===== src/rtl/boot_seq_pkg.sv =====
// Shared types and code values for the boot-mode command sequencer.
package boot_seq_pkg;

    // Sequencer states; the numeric value of S_CMD is reported by the status query.
    typedef enum logic [3:0] {
        S_MATCH     = 4'd0,
        S_INQ       = 4'd1,
        S_FERASE    = 4'd2,
        S_CMD       = 4'd3,
        S_PROG_CODE = 4'd4,
        S_PROG_ADDR = 4'd5,
        S_PROG_DATA = 4'd6,
        S_ERA_CODE  = 4'd7,
        S_ERA_BLK   = 4'd8,
        S_RD_ADDR   = 4'd9,
        S_RD_WAIT   = 4'd10,
        S_SCAN      = 4'd11
    } seq_state_e;

    // Flash-side operation encoding.
    typedef enum logic [1:0] {
        OP_FULL = 2'd0,
        OP_BLK  = 2'd1,
        OP_PROG = 2'd2,
        OP_READ = 2'd3
    } flash_op_e;

    localparam logic [7:0] CMD_Q_SIZE = 8'h20;
    localparam logic [7:0] CMD_Q_BASE = 8'h21;
    localparam logic [7:0] CMD_Q_DEV  = 8'h22;
    localparam logic [7:0] CMD_GO_PE  = 8'h40;
    localparam logic [7:0] CMD_PSEL   = 8'h43;
    localparam logic [7:0] CMD_ESEL   = 8'h48;
    localparam logic [7:0] CMD_SUM    = 8'h4B;
    localparam logic [7:0] CMD_BLANK  = 8'h4C;
    localparam logic [7:0] CMD_STAT   = 8'h4F;
    localparam logic [7:0] CMD_READ   = 8'h52;
    localparam logic [7:0] SEQ_PROG   = 8'h50;
    localparam logic [7:0] SEQ_ERASE  = 8'h45;
    localparam logic [7:0] BLK_END    = 8'hFF;
    localparam logic [7:0] RSP_ACK    = 8'h06;
    localparam logic [7:0] RSP_NAK    = 8'h15;

endpackage


===== src/rtl/boot_tx_serializer.sv =====
// Response serializer: takes a word of 1..4 bytes and emits them MSB first,
// one byte per cycle. Assumes load is never raised while busy is high.
module boot_tx_serializer (
    input  logic        clk,
    input  logic        rst_n,
    input  logic        load,
    input  logic [31:0] load_word,
    input  logic [2:0]  load_len,
    output logic        tx_valid,
    output logic [7:0]  tx_data,
    output logic        busy
);
    logic [31:0] buf_q;
    logic [2:0]  cnt_q;
    logic [5:0]  shamt;

    // Left-align the valid bytes so the first one sits in the top byte.
    assign shamt = {3'd4 - load_len, 3'b000};

    // Load or shift the response word.
    always_ff @(posedge clk) begin
        if (!rst_n) begin
            buf_q <= '0;
            cnt_q <= '0;
        end else if (load) begin
            buf_q <= load_word << shamt;
            cnt_q <= load_len;
        end else if (cnt_q != 3'd0) begin
            buf_q <= {buf_q[23:0], 8'h00};
            cnt_q <= cnt_q - 3'd1;
        end
    end

    assign tx_valid = (cnt_q != 3'd0);
    assign tx_data  = buf_q[31:24];
    assign busy     = tx_valid;
endmodule


===== src/rtl/boot_flash_port.sv =====
// Flash request port: latches one operation on iss and holds the request
// until the flash acknowledges, then pulses done with the read byte.
// Assumes iss is never raised while a request is outstanding.
module boot_flash_port
    import boot_seq_pkg::*;
(
    input  logic        clk,
    input  logic        rst_n,
    input  logic        iss,
    input  flash_op_e   iss_op,
    input  logic [31:0] iss_addr,
    input  logic [7:0]  iss_wdata,
    output logic        fl_req,
    output logic [1:0]  fl_op,
    output logic [31:0] fl_addr,
    output logic [7:0]  fl_wdata,
    input  logic        fl_ack,
    input  logic [7:0]  fl_rdata,
    output logic        done,
    output logic [7:0]  rdata
);
    // Request hold and completion capture.
    always_ff @(posedge clk) begin
        if (!rst_n) begin
            fl_req   <= 1'b0;
            fl_op    <= 2'd0;
            fl_addr  <= '0;
            fl_wdata <= '0;
            done     <= 1'b0;
            rdata    <= '0;
        end else begin
            done <= 1'b0;
            if (iss) begin
                fl_req   <= 1'b1;
                fl_op    <= iss_op;
                fl_addr  <= iss_addr;
                fl_wdata <= iss_wdata;
            end else if (fl_req && fl_ack) begin
                fl_req <= 1'b0;
                done   <= 1'b1;
                rdata  <= fl_rdata;
            end
        end
    end
endmodule


===== src/rtl/boot_seq_ctrl.sv =====
// Command state machine: decodes host bytes per phase, issues flash
// operations one at a time and queues response words. Assumes the
// serializer and flash port report busy/done as wired in the top.
module boot_seq_ctrl
    import boot_seq_pkg::*;
#(
    parameter int          ARRAY_BYTES = 256,
    parameter int          NUM_BLOCKS  = 8,
    parameter int          PAYLOAD     = 128,
    parameter logic [31:0] USER_BASE   = 32'h0000_8000,
    parameter logic [15:0] DEVICE_ID   = 16'h0A31
) (
    input  logic        clk,
    input  logic        rst_n,
    input  logic        baud_locked,
    input  logic        rx_valid,
    input  logic [7:0]  rx_data,
    output logic        rx_ready,
    input  logic        tx_busy,
    output logic        tx_load,
    output logic [31:0] tx_word,
    output logic [2:0]  tx_len,
    output logic        iss,
    output flash_op_e   iss_op,
    output logic [31:0] iss_addr,
    output logic [7:0]  iss_wdata,
    input  logic        op_done,
    input  logic [7:0]  op_rdata,
    output seq_state_e  state
);
    localparam int AW = $clog2(ARRAY_BYTES);
    localparam int CW = $clog2(PAYLOAD) + 1;
    localparam logic [AW-1:0] LAST_SCAN = AW'(ARRAY_BYTES - 1);
    localparam logic [CW-1:0] LAST_BYTE = CW'(PAYLOAD - 1);

    logic          pend;
    seq_state_e    after_q;
    logic          ack_q;
    logic [31:0]   addr_q;
    logic [31:0]   addr_nx;
    logic [CW-1:0] cnt_q;
    logic [AW-1:0] scan_addr;
    logic          scan_sum;
    logic [31:0]   sum_q;
    logic          blank_q;
    logic          accepting;
    logic          take;

    // Byte-collecting states that may take a host byte.
    always_comb begin
        unique case (state)
            S_INQ, S_CMD, S_PROG_CODE, S_PROG_ADDR, S_PROG_DATA,
            S_ERA_CODE, S_ERA_BLK, S_RD_ADDR: accepting = 1'b1;
            default:                          accepting = 1'b0;
        endcase
    end

    assign rx_ready = accepting && !pend && !tx_load && !tx_busy;
    assign take     = rx_valid && rx_ready;
    assign addr_nx  = {addr_q[23:0], rx_data};

    // Main sequencer: completion handling first, then byte decode.
    always_ff @(posedge clk) begin
        if (!rst_n) begin
            state     <= S_MATCH;
            after_q   <= S_CMD;
            ack_q     <= 1'b0;
            pend      <= 1'b0;
            addr_q    <= '0;
            cnt_q     <= '0;
            scan_addr <= '0;
            scan_sum  <= 1'b0;
            sum_q     <= '0;
            blank_q   <= 1'b1;
            tx_load   <= 1'b0;
            tx_word   <= '0;
            tx_len    <= 3'd0;
            iss       <= 1'b0;
            iss_op    <= OP_READ;
            iss_addr  <= '0;
            iss_wdata <= '0;
        end else begin
            tx_load <= 1'b0;
            iss     <= 1'b0;
            if (op_done) begin
                pend <= 1'b0;
                unique case (state)
                    S_SCAN: begin
                        sum_q <= sum_q + 32'(op_rdata);
                        if (op_rdata != 8'hFF) blank_q <= 1'b0;
                        if (scan_addr == LAST_SCAN) begin
                            state   <= S_CMD;
                            tx_load <= 1'b1;
                            if (scan_sum) begin
                                tx_word <= sum_q + 32'(op_rdata);
                                tx_len  <= 3'd4;
                            end else begin
                                tx_word <= {24'h0, (blank_q && op_rdata == 8'hFF) ? RSP_ACK : RSP_NAK};
                                tx_len  <= 3'd1;
                            end
                        end else begin
                            scan_addr <= scan_addr + AW'(1);
                            iss       <= 1'b1;
                            iss_op    <= OP_READ;
                            iss_addr  <= 32'(scan_addr + AW'(1));
                            pend      <= 1'b1;
                        end
                    end
                    S_RD_WAIT: begin
                        state   <= S_CMD;
                        tx_load <= 1'b1;
                        tx_word <= {24'h0, op_rdata};
                        tx_len  <= 3'd1;
                    end
                    default: begin
                        state <= after_q;
                        if (ack_q) begin
                            tx_load <= 1'b1;
                            tx_word <= {24'h0, RSP_ACK};
                            tx_len  <= 3'd1;
                        end
                    end
                endcase
            end else if (state == S_MATCH) begin
                if (baud_locked) state <= S_INQ;
            end else if (take) begin
                // Default answer for a byte that completes a command: set below.
                unique case (state)
                    S_INQ: begin
                        tx_len <= 3'd1;
                        unique case (rx_data)
                            CMD_Q_SIZE: begin tx_load <= 1'b1; tx_word <= 32'(ARRAY_BYTES); tx_len <= 3'd4; end
                            CMD_Q_BASE: begin tx_load <= 1'b1; tx_word <= USER_BASE; tx_len <= 3'd4; end
                            CMD_Q_DEV:  begin tx_load <= 1'b1; tx_word <= {16'h0, DEVICE_ID}; tx_len <= 3'd2; end
                            CMD_GO_PE: begin
                                iss <= 1'b1; iss_op <= OP_FULL; iss_addr <= '0; pend <= 1'b1;
                                after_q <= S_CMD; ack_q <= 1'b1; state <= S_FERASE;
                            end
                            default: begin tx_load <= 1'b1; tx_word <= {24'h0, RSP_NAK}; end
                        endcase
                    end
                    S_CMD: begin
                        tx_len <= 3'd1;
                        unique case (rx_data)
                            CMD_PSEL: begin tx_load <= 1'b1; tx_word <= {24'h0, RSP_ACK}; state <= S_PROG_CODE; end
                            CMD_ESEL: begin tx_load <= 1'b1; tx_word <= {24'h0, RSP_ACK}; state <= S_ERA_CODE; end
                            CMD_STAT: begin tx_load <= 1'b1; tx_word <= {28'h0, state}; end
                            CMD_READ: begin cnt_q <= '0; state <= S_RD_ADDR; end
                            CMD_SUM, CMD_BLANK: begin
                                scan_sum <= (rx_data == CMD_SUM); sum_q <= '0; blank_q <= 1'b1;
                                scan_addr <= '0; iss <= 1'b1; iss_op <= OP_READ; iss_addr <= '0;
                                pend <= 1'b1; state <= S_SCAN;
                            end
                            default: begin tx_load <= 1'b1; tx_word <= {24'h0, RSP_NAK}; end
                        endcase
                    end
                    S_PROG_CODE: begin
                        if (rx_data == SEQ_PROG) begin
                            cnt_q <= '0; state <= S_PROG_ADDR;
                        end else begin
                            tx_load <= 1'b1; tx_word <= {24'h0, RSP_NAK}; tx_len <= 3'd1;
                        end
                    end
                    S_PROG_ADDR: begin
                        addr_q <= addr_nx;
                        cnt_q  <= cnt_q + CW'(1);
                        if (cnt_q == CW'(3)) begin
                            cnt_q <= '0;
                            if (addr_nx == 32'hFFFF_FFFF) begin
                                tx_load <= 1'b1; tx_word <= {24'h0, RSP_ACK}; tx_len <= 3'd1;
                                state <= S_CMD;
                            end else begin
                                state <= S_PROG_DATA;
                            end
                        end
                    end
                    S_PROG_DATA: begin
                        iss <= 1'b1; iss_op <= OP_PROG; iss_addr <= addr_q + 32'(cnt_q);
                        iss_wdata <= rx_data; pend <= 1'b1;
                        cnt_q <= cnt_q + CW'(1);
                        if (cnt_q == LAST_BYTE) begin
                            after_q <= S_PROG_CODE; ack_q <= 1'b1;
                        end else begin
                            after_q <= S_PROG_DATA; ack_q <= 1'b0;
                        end
                    end
                    S_ERA_CODE: begin
                        if (rx_data == SEQ_ERASE) begin
                            state <= S_ERA_BLK;
                        end else begin
                            tx_load <= 1'b1; tx_word <= {24'h0, RSP_NAK}; tx_len <= 3'd1;
                        end
                    end
                    S_ERA_BLK: begin
                        tx_len <= 3'd1;
                        if (rx_data == BLK_END) begin
                            tx_load <= 1'b1; tx_word <= {24'h0, RSP_ACK}; state <= S_CMD;
                        end else if (32'(rx_data) < 32'(NUM_BLOCKS)) begin
                            iss <= 1'b1; iss_op <= OP_BLK; iss_addr <= 32'(rx_data); pend <= 1'b1;
                            after_q <= S_ERA_CODE; ack_q <= 1'b1;
                        end else begin
                            tx_load <= 1'b1; tx_word <= {24'h0, RSP_NAK};
                        end
                    end
                    S_RD_ADDR: begin
                        addr_q <= addr_nx;
                        cnt_q  <= cnt_q + CW'(1);
                        if (cnt_q == CW'(3)) begin
                            cnt_q <= '0; iss <= 1'b1; iss_op <= OP_READ; iss_addr <= addr_nx;
                            pend <= 1'b1; state <= S_RD_WAIT;
                        end
                    end
                    default: ;
                endcase
            end
        end
    end
endmodule


===== src/rtl/boot_cmd_sequencer.sv =====
// Top of the boot-mode command sequencer: wires the state machine to the
// response serializer and the flash request port. Assumes a flash side that
// answers each request with a one-cycle acknowledge.
module boot_cmd_sequencer
    import boot_seq_pkg::*;
#(
    parameter int          ARRAY_BYTES = 256,
    parameter int          NUM_BLOCKS  = 8,
    parameter int          PAYLOAD     = 128,
    parameter logic [31:0] USER_BASE   = 32'h0000_8000,
    parameter logic [15:0] DEVICE_ID   = 16'h0A31
) (
    input  logic        clk,
    input  logic        rst_n,
    input  logic        baud_locked,
    input  logic        rx_valid,
    input  logic [7:0]  rx_data,
    output logic        rx_ready,
    output logic        tx_valid,
    output logic [7:0]  tx_data,
    output logic        fl_req,
    output logic [1:0]  fl_op,
    output logic [31:0] fl_addr,
    output logic [7:0]  fl_wdata,
    input  logic        fl_ack,
    input  logic [7:0]  fl_rdata
);
    logic        tx_busy;
    logic        tx_load;
    logic [31:0] tx_word;
    logic [2:0]  tx_len;
    logic        iss;
    flash_op_e   iss_op;
    logic [31:0] iss_addr;
    logic [7:0]  iss_wdata;
    logic        op_done;
    logic [7:0]  op_rdata;
    seq_state_e  phase;

    boot_seq_ctrl #(
        .ARRAY_BYTES(ARRAY_BYTES), .NUM_BLOCKS(NUM_BLOCKS), .PAYLOAD(PAYLOAD),
        .USER_BASE(USER_BASE), .DEVICE_ID(DEVICE_ID)
    ) u_ctrl (
        .clk(clk), .rst_n(rst_n), .baud_locked(baud_locked),
        .rx_valid(rx_valid), .rx_data(rx_data), .rx_ready(rx_ready),
        .tx_busy(tx_busy), .tx_load(tx_load), .tx_word(tx_word), .tx_len(tx_len),
        .iss(iss), .iss_op(iss_op), .iss_addr(iss_addr), .iss_wdata(iss_wdata),
        .op_done(op_done), .op_rdata(op_rdata), .state(phase)
    );

    boot_tx_serializer u_tx (
        .clk(clk), .rst_n(rst_n), .load(tx_load), .load_word(tx_word),
        .load_len(tx_len), .tx_valid(tx_valid), .tx_data(tx_data), .busy(tx_busy)
    );

    boot_flash_port u_fp (
        .clk(clk), .rst_n(rst_n), .iss(iss), .iss_op(iss_op), .iss_addr(iss_addr),
        .iss_wdata(iss_wdata), .fl_req(fl_req), .fl_op(fl_op), .fl_addr(fl_addr),
        .fl_wdata(fl_wdata), .fl_ack(fl_ack), .fl_rdata(fl_rdata),
        .done(op_done), .rdata(op_rdata)
    );
endmodule


===== config.mk =====
export PLATFORM = sky130hd
export DESIGN_NAME = boot_cmd_sequencer
export DESIGN_NICKNAME = d
export VERILOG_FILES = /design/src/rtl/boot_seq_pkg.sv /design/src/rtl/boot_tx_serializer.sv /design/src/rtl/boot_flash_port.sv /design/src/rtl/boot_seq_ctrl.sv /design/src/rtl/boot_cmd_sequencer.sv
export SDC_FILE = /design/constraint.sdc
export NUM_CORES = 1
export LEC_CHECK = 0
export CORE_ASPECT_RATIO = 0.7
export CORE_MARGIN = 1
export CORE_UTILIZATION = 45
export DETAILED_ROUTE_END_ITERATION = 16
export GPL_TIMING_DRIVEN = 0
export SYNTH_ARGS = -nofsm -noshare
export SYNTH_HDL_FRONTEND = slang
export SYNTH_SLANG_ARGS = --single-unit
export TNS_END_PERCENT = 10

===== constraint.sdc =====
create_clock -name clk -period 6.35 [get_ports clk]
set_clock_uncertainty 0.1 [all_clocks]
set_input_delay 1.27 -clock clk [delete_from_list [all_inputs] [get_ports clk]]
set_output_delay 1.27 -clock clk [all_outputs]
set_load 0.01 [all_outputs]

## After elaboration in Yosys (flattened, before gate mapping)

Memories as Yosys holds them, arrays and structs flattened. A register that Yosys moved wholly into a read port is not among the register bits.
Cells that the tools add are included.

- Bits in latches: 0
- Register bits after elaboration: 258
- Bits in writable memories: 0
- Logic and storage cells: 283
- Memory bits (read-only): 16
- Input port bits: 21
- Memories kept: 1
- Output and inout bits: 53

- Multiplexer cells: 140
- Bitwise operators: 4
- $add $sub $neg: 7
- Reductions and logical operators: 44
- Equality and inequality tests: 60
- $lt $le $gt $ge: 1
- Div/mod/pow operators: 0
- Multipliers: 0
- Shifts and indexed selects: 1

Memories:

| name | depth | width | read ports | clocked after Yosys merged registers in | wr ports | RTL line | text |
|---|---|---|---|---|---|---|---|
| (no name shown) | 16 | 1 | 1 | 1 | 0 | boot_seq_ctrl.sv:51 | `unique case (state)` |

Operators by type and width:

| operator | count |
|---|---|
| $mux 32 | 29 |
| $pmux 32 s6 | 1 |
| $pmux 32 s5 | 1 |
| $pmux 32 s4 | 1 |
| $pmux 32 s3 | 1 |
| $eq 8x7->1 const B | 10 |
| $mux 8 | 10 |
| $add 32x8->32 | 2 |
| $mux 4 | 16 |
| $pmux 32 s2 | 1 |
| $mux 1 | 41 |
| $mux 3 | 13 |
| $eq 32x32->1 const B | 1 |
| $pmux 8 s4 | 1 |
| $shl 32x6->32 | 1 |
| $pmux 4 s7 | 1 |
| $eq 8x6->1 const B | 3 |
| $eq 8x8->1 const B | 3 |
| $ne 4x1->1 const B | 6 |
| $mux 2 | 11 |
| $ne 3x1->1 const B | 6 |
| $ne 3x2->1 const B | 6 |
| $reduce_and 6->1 | 3 |
| $add 8x1->8 const B | 2 |
| other kinds (48) | 87 |

## Logic depth before layout (Yosys ltp)

- Word-level depth: 10
- Depth in mapped cells: 13

## By module

From an unflattened synthesis, not the netlist that was laid out.

- Cells, all modules: 1538
- Area total of the unflattened synthesis: 13091.3 sq um

By module, submodules not included:

| module | instances | cells each | area each (sq um) |
|---|---|---|---|
| boot_seq_ctrl | 1 | 1159 | 9185.1 |
| boot_flash_port | 1 | 176 | 1964.4 |
| boot_tx_serializer | 1 | 203 | 1941.9 |

## Worst setup path before layout

No wires, ideal clock.

- Path type: input port to flip-flop
- Start point: input port rx_data[5]
- End point: register u_ctrl.iss_addr[20]
- Buffers on the path: 4
- Data arrival time: 3277 ps
- Stages: 11
- Path slack: 2839 ps
- Cells stage by stage: buf_2 > or4b_4 > buf_6 > o21a_1 > o21ai_2 > and3_2 > a21oi_1 > buf_2 > buf_2 > o211ai_1 > o211ai_1

- Cells in the longest elaborated chain, start to end: 4
- Elaborated cells on any way between the ends: 11
- Classes of those cells: order compare (1); eq/ne (8); reduce/logical (2)

RTL lines:

| item | RTL line | text |
|---|---|---|
| from (decl) | boot_cmd_sequencer.sv:17 | `input logic [7:0] rx_data,` |
| branches (longest 3 deep; another with $lt 8x4->1) | n/a |  |
| $reduce_and 10->1 (no source line) * | n/a |  |
| to (signal assigned) | boot_seq_ctrl.sv:105 | `iss_addr <= 32'(scan_addr + AW'(1));` |
| to (decl) | boot_seq_ctrl.sv:25 | `output logic [31:0] iss_addr,` |

Mark *: on every way between the ends.
A chain may end at the register's enable or synchronous reset.

## Final worst setup path

- Start point: input port rx_data[3]
- End point: register u_ctrl.sum_q[30]

- Cells in the longest elaborated chain, start to end: 4
- Elaborated cells on any way between the ends: 5
- Classes of those cells: eq/ne (2); reduce/logical (3)

RTL lines:

| item | RTL line | text |
|---|---|---|
| $eq 8x7->1 | boot_seq_ctrl.sv:144 | `unique case (rx_data)` |
| $reduce_or 2->1 * | boot_seq_ctrl.sv:144 |  |
| $reduce_bool 2->1 (no source line) * | n/a |  |
| $reduce_and 5->1 (no source line) * | n/a |  |
| to (signal assigned) | boot_seq_ctrl.sv:89 | `sum_q <= sum_q + 32'(op_rdata);` |
| to (decl) | boot_seq_ctrl.sv:44 | `logic [31:0] sum_q;` |

Every way passes the cells marked *; elsewhere a longest branch is shown, timed or not.

==> reports/results.tsv <==
stage	metric	value	unit
synthesis	Seq cells post-synth	258	
detailed_routing	vias per inst	6.21	
setup_path	Req. time, crit path	6.65	ns
synthesis	top-area cell type share of the netlist area	0.378	
timing	setup TNS after final layout	0	ns
setup_path	Setup crit end kind	flop	
place	gpl congestion	1.03	
clock_network	clock-pin slew on the worst setup and hold paths	0.06	ns
clock_network	worst-skew pair later-pin latency	0.56	ns
finish	Inserted Diodes	0	
synthesis	Post-synth EDFFs	0	
synthesis	yosys warns	0	
detailed_routing	vias	13600	
floorplanning	row count	52	
clock_network	hold_buf cts	0	
global_route	first-pass GRT wire length	75100	um
power_and_ir_drop	Logic pwr share	0.165	
setup_path	CP Data Arrival Time	4.90	ns
synthesis	Synth Flop Type	dfxtp_1	
detailed_routing	DRT Pass-1 Iters	5	
power_and_ir_drop	Reg power frac	0.436	
place	IO Port Bufs	72	
timing	Worst Tran Pin Value	1.16	ns
clock_network	# clock sinks	258	
global_route	pin count of the biggest net entering global routing	14	
global_route	initial antenna violation count	0	
detailed_routing	initial DRC count	1664	
synthesis	FFs w/ async S/R, synth	0	
detailed_routing	drt wl/cell	22.9	um
floorplanning	Initial Utilization	0.465	
timing	fmax	217	MHz
timing	Slew Limit Headroom	0.218	
floorplanning	Die W	210	um
synthesis	average size of a mapped cell	8.22	um2
floorplanning	Die H	148	um
detailed_routing	Post-DRT Antenna Nets	0	
worst_hold_path	HP Class	reg -> reg	
synthesis	count of cell types in the netlist	99	
clock_network	CTS tree	done	
place	Post-DP HPWL	37700	um
global_route	Total GRT Usage	0.319	
power_and_ir_drop	Cell Pwr Density	251	mW/mm2
timing	Final Setup Violations	0	
clock_network	H-Tree Depth	1	
power_and_ir_drop	maximum VDD drop	0.000185	V
clock_network	Max Root-Sink Buffers	3	
clock_network	Num CTS Buffers	27	
floorplanning	die area	0.0310	mm2
clock_network	post-CTS setup repair buffer count	0	
timing	fin. max-slew vios	0	
power_and_ir_drop	Clock Power Share	0.399	
finish	Cell Count, Final, Fillers Out	2185	
detailed_routing	DRC viols	0	
synthesis	Mapped Area	0.0136	mm2
setup_path	Setup CP Type	in -> reg	
timing	Fin. Hold Viols	0	
place	dpl cells	2138	
setup_path	CP startpoint kind	input port	
synthesis	number of cells produced by synthesis	1661	
synthesis	Seq/Total Area, Yosys	0.378	
timing	fin crit period	4.60	ns
power_and_ir_drop	Leak	5.39	nW
detailed_routing	final WL	50100	um
finish	post-layout net count	1806	
synthesis	area leader, netlist	dfxtp_1	
global_route	vias in the first global route	12000	
power_and_ir_drop	P_int	2.87	mW
floorplanning	io pins	74	
synthesis	Syn Nets	1705	
global_route	grt ovf	0	
finish	area grow syn2layout	15.3	%
flow_run	max-cap viol count	0	
timing	Final Cycle Share	0.724	
outcome	outcome	complete, no violations	
setup_path	Crit Path Max Fanout	10	
power_and_ir_drop	Psw	1.09	mW
clock_network	Root Buffer	clkbuf_16	
power_and_ir_drop	Switching Fraction	0.276	
synthesis	Area contributors post-synth	dfxtp_1 38%, mux2i_1 6.2%, a21oi_1 5.6%, nor2_1 5.1%, nand2_1 4.5%	
floorplanning	core area	0.0293	mm2
finish	layout cells sized above 1	0.0612	
timing	RSZ-0062 raised after global routing	false	
clock_network	cts repair resizes	0	
[per-stage QoR]
stage	power (mW)	hold slack [ns]	area [um2]	worst slack, ns	util
final	3.96	0.370	15700	1.75	0.536
after global routing	4.09	0.392	15700	1.70	0.536
after CTS	3.96	0.363	15700	1.97	0.536
after detailed placement	2.40	0.355	14900	1.38	0.507
after global placement	2.39	0.347	14900	1.38	0.507
after floorplan	2.19	0.336	13600	2.84	-
[registers in the layout (all words and copies together), names as in the netlist, 4 cells and up]
signal / count
u_ctrl.addr_q: 32
u_ctrl.iss_addr: 32
u_ctrl.sum_q: 32
u_ctrl.tx_word: 32
u_fp.fl_addr: 32
u_tx.buf_q: 32
u_ctrl.cnt_q: 8
u_ctrl.iss_wdata: 8
u_ctrl.scan_addr: 8
u_fp.fl_wdata: 8
u_fp.rdata: 8
u_ctrl.state: 4
[power groups by stage]
| stage | Clock (mW) | Combinational [mW] | Sequential, mW |
|---|---|---|---|
| 6_report | 1.58 | 0.651 | 1.73 |
| 5_1_grt | 1.66 | 0.701 | 1.73 |
| 4_1_cts | 1.59 | 0.643 | 1.72 |
| 3_5_place_dp | 0 | 0.638 | 1.76 |
| 3_3_place_gp | 0 | 0.636 | 1.76 |
| 2_1_floorplan | 0 | 0.435 | 1.75 |
[Yosys cell counts, drive strengths merged, types with 39 or more instances]
cell,count
clkbuf,92
buf,39
xnor2,41
dfxtp,258
mux2i,85
o21ai,76
a21oi,154
nor2,186
o211ai,41
nand2,163
nand3,65
nor3,41
[worst max-delay path: stages]
cell and delay, ns:
clkdlybuf4s50_1 0.63, clkbuf_1 0.46, nand4b_1 0.31, a211oi_1 0.85
a21oi_1 0.57, clkbuf_1 0.44, o21ai_0 0.27, a21oi_1 0.09
[layout by cell type, fill, tap and decap left out, drive strengths merged, types with 17 or more instances in the layout]
master / n
o21ai: 76
nor4: 17
nand4: 33
nor2: 186
ha: 21
xor2: 24
o22ai: 31
o21a: 18
o211a: 19
a22oi: 18
o211ai: 41
nand2: 163
clkdlybuf4s50: 72
dfxtp: 258
inv: 25
clkbuf: 132
mux2i: 85
buf: 39
a21oi: 154
nand3: 65
nor3: 41
xnor2: 41
[layout make-up]
type | count | area [um2]
multi-input cells | 1246 | 7830
plain buffers | 131 | 559
fillers | 2790 | 13600
flip-flops and latches | 258 | 5160
repair buffers | 72 | 721
well taps | 405 | 507
clock inverters | 7 | 66.3
clock buffers | 40 | 795
inverters | 26 | 97.6
[cell families after synthesis]
family          share of synthesized area
fa+ha+maj                          0.0222
mux                                0.0698
simple gates                        0.217
xor+xnor                           0.0417
buf+inv                            0.0481
compound gates                      0.223
flops                               0.378
[routing by layer]
layer | global-route usage | vias to the layer above | routed length, um
met5 | 0.00157 | - | 0
met4 | 0.0474 | 0 | 701
met3 | 0.114 | 51 | 6870
met2 | 0.380 | 772 | 17300
met1 | 0.524 | 6492 | 25200
li1 | - | 6245 | -
[final timing paths]
path / startpoint / endpoint / slack (ns) / cells past startpoint
setup / recovery: rx_data[3] / u_ctrl.sum_q[30] / 1.75 / 8
hold / removal: u_ctrl.iss_wdata[1] / u_ctrl.iss_wdata[1] / 0.37 / 2
setup reg to reg: u_ctrl.addr_q[18] / u_ctrl.tx_word[15] / 2.58 / 7
hold reg to reg: u_ctrl.iss_wdata[1] / u_ctrl.iss_wdata[1] / 0.37 / 2
(Power assumes the default switching activity.)
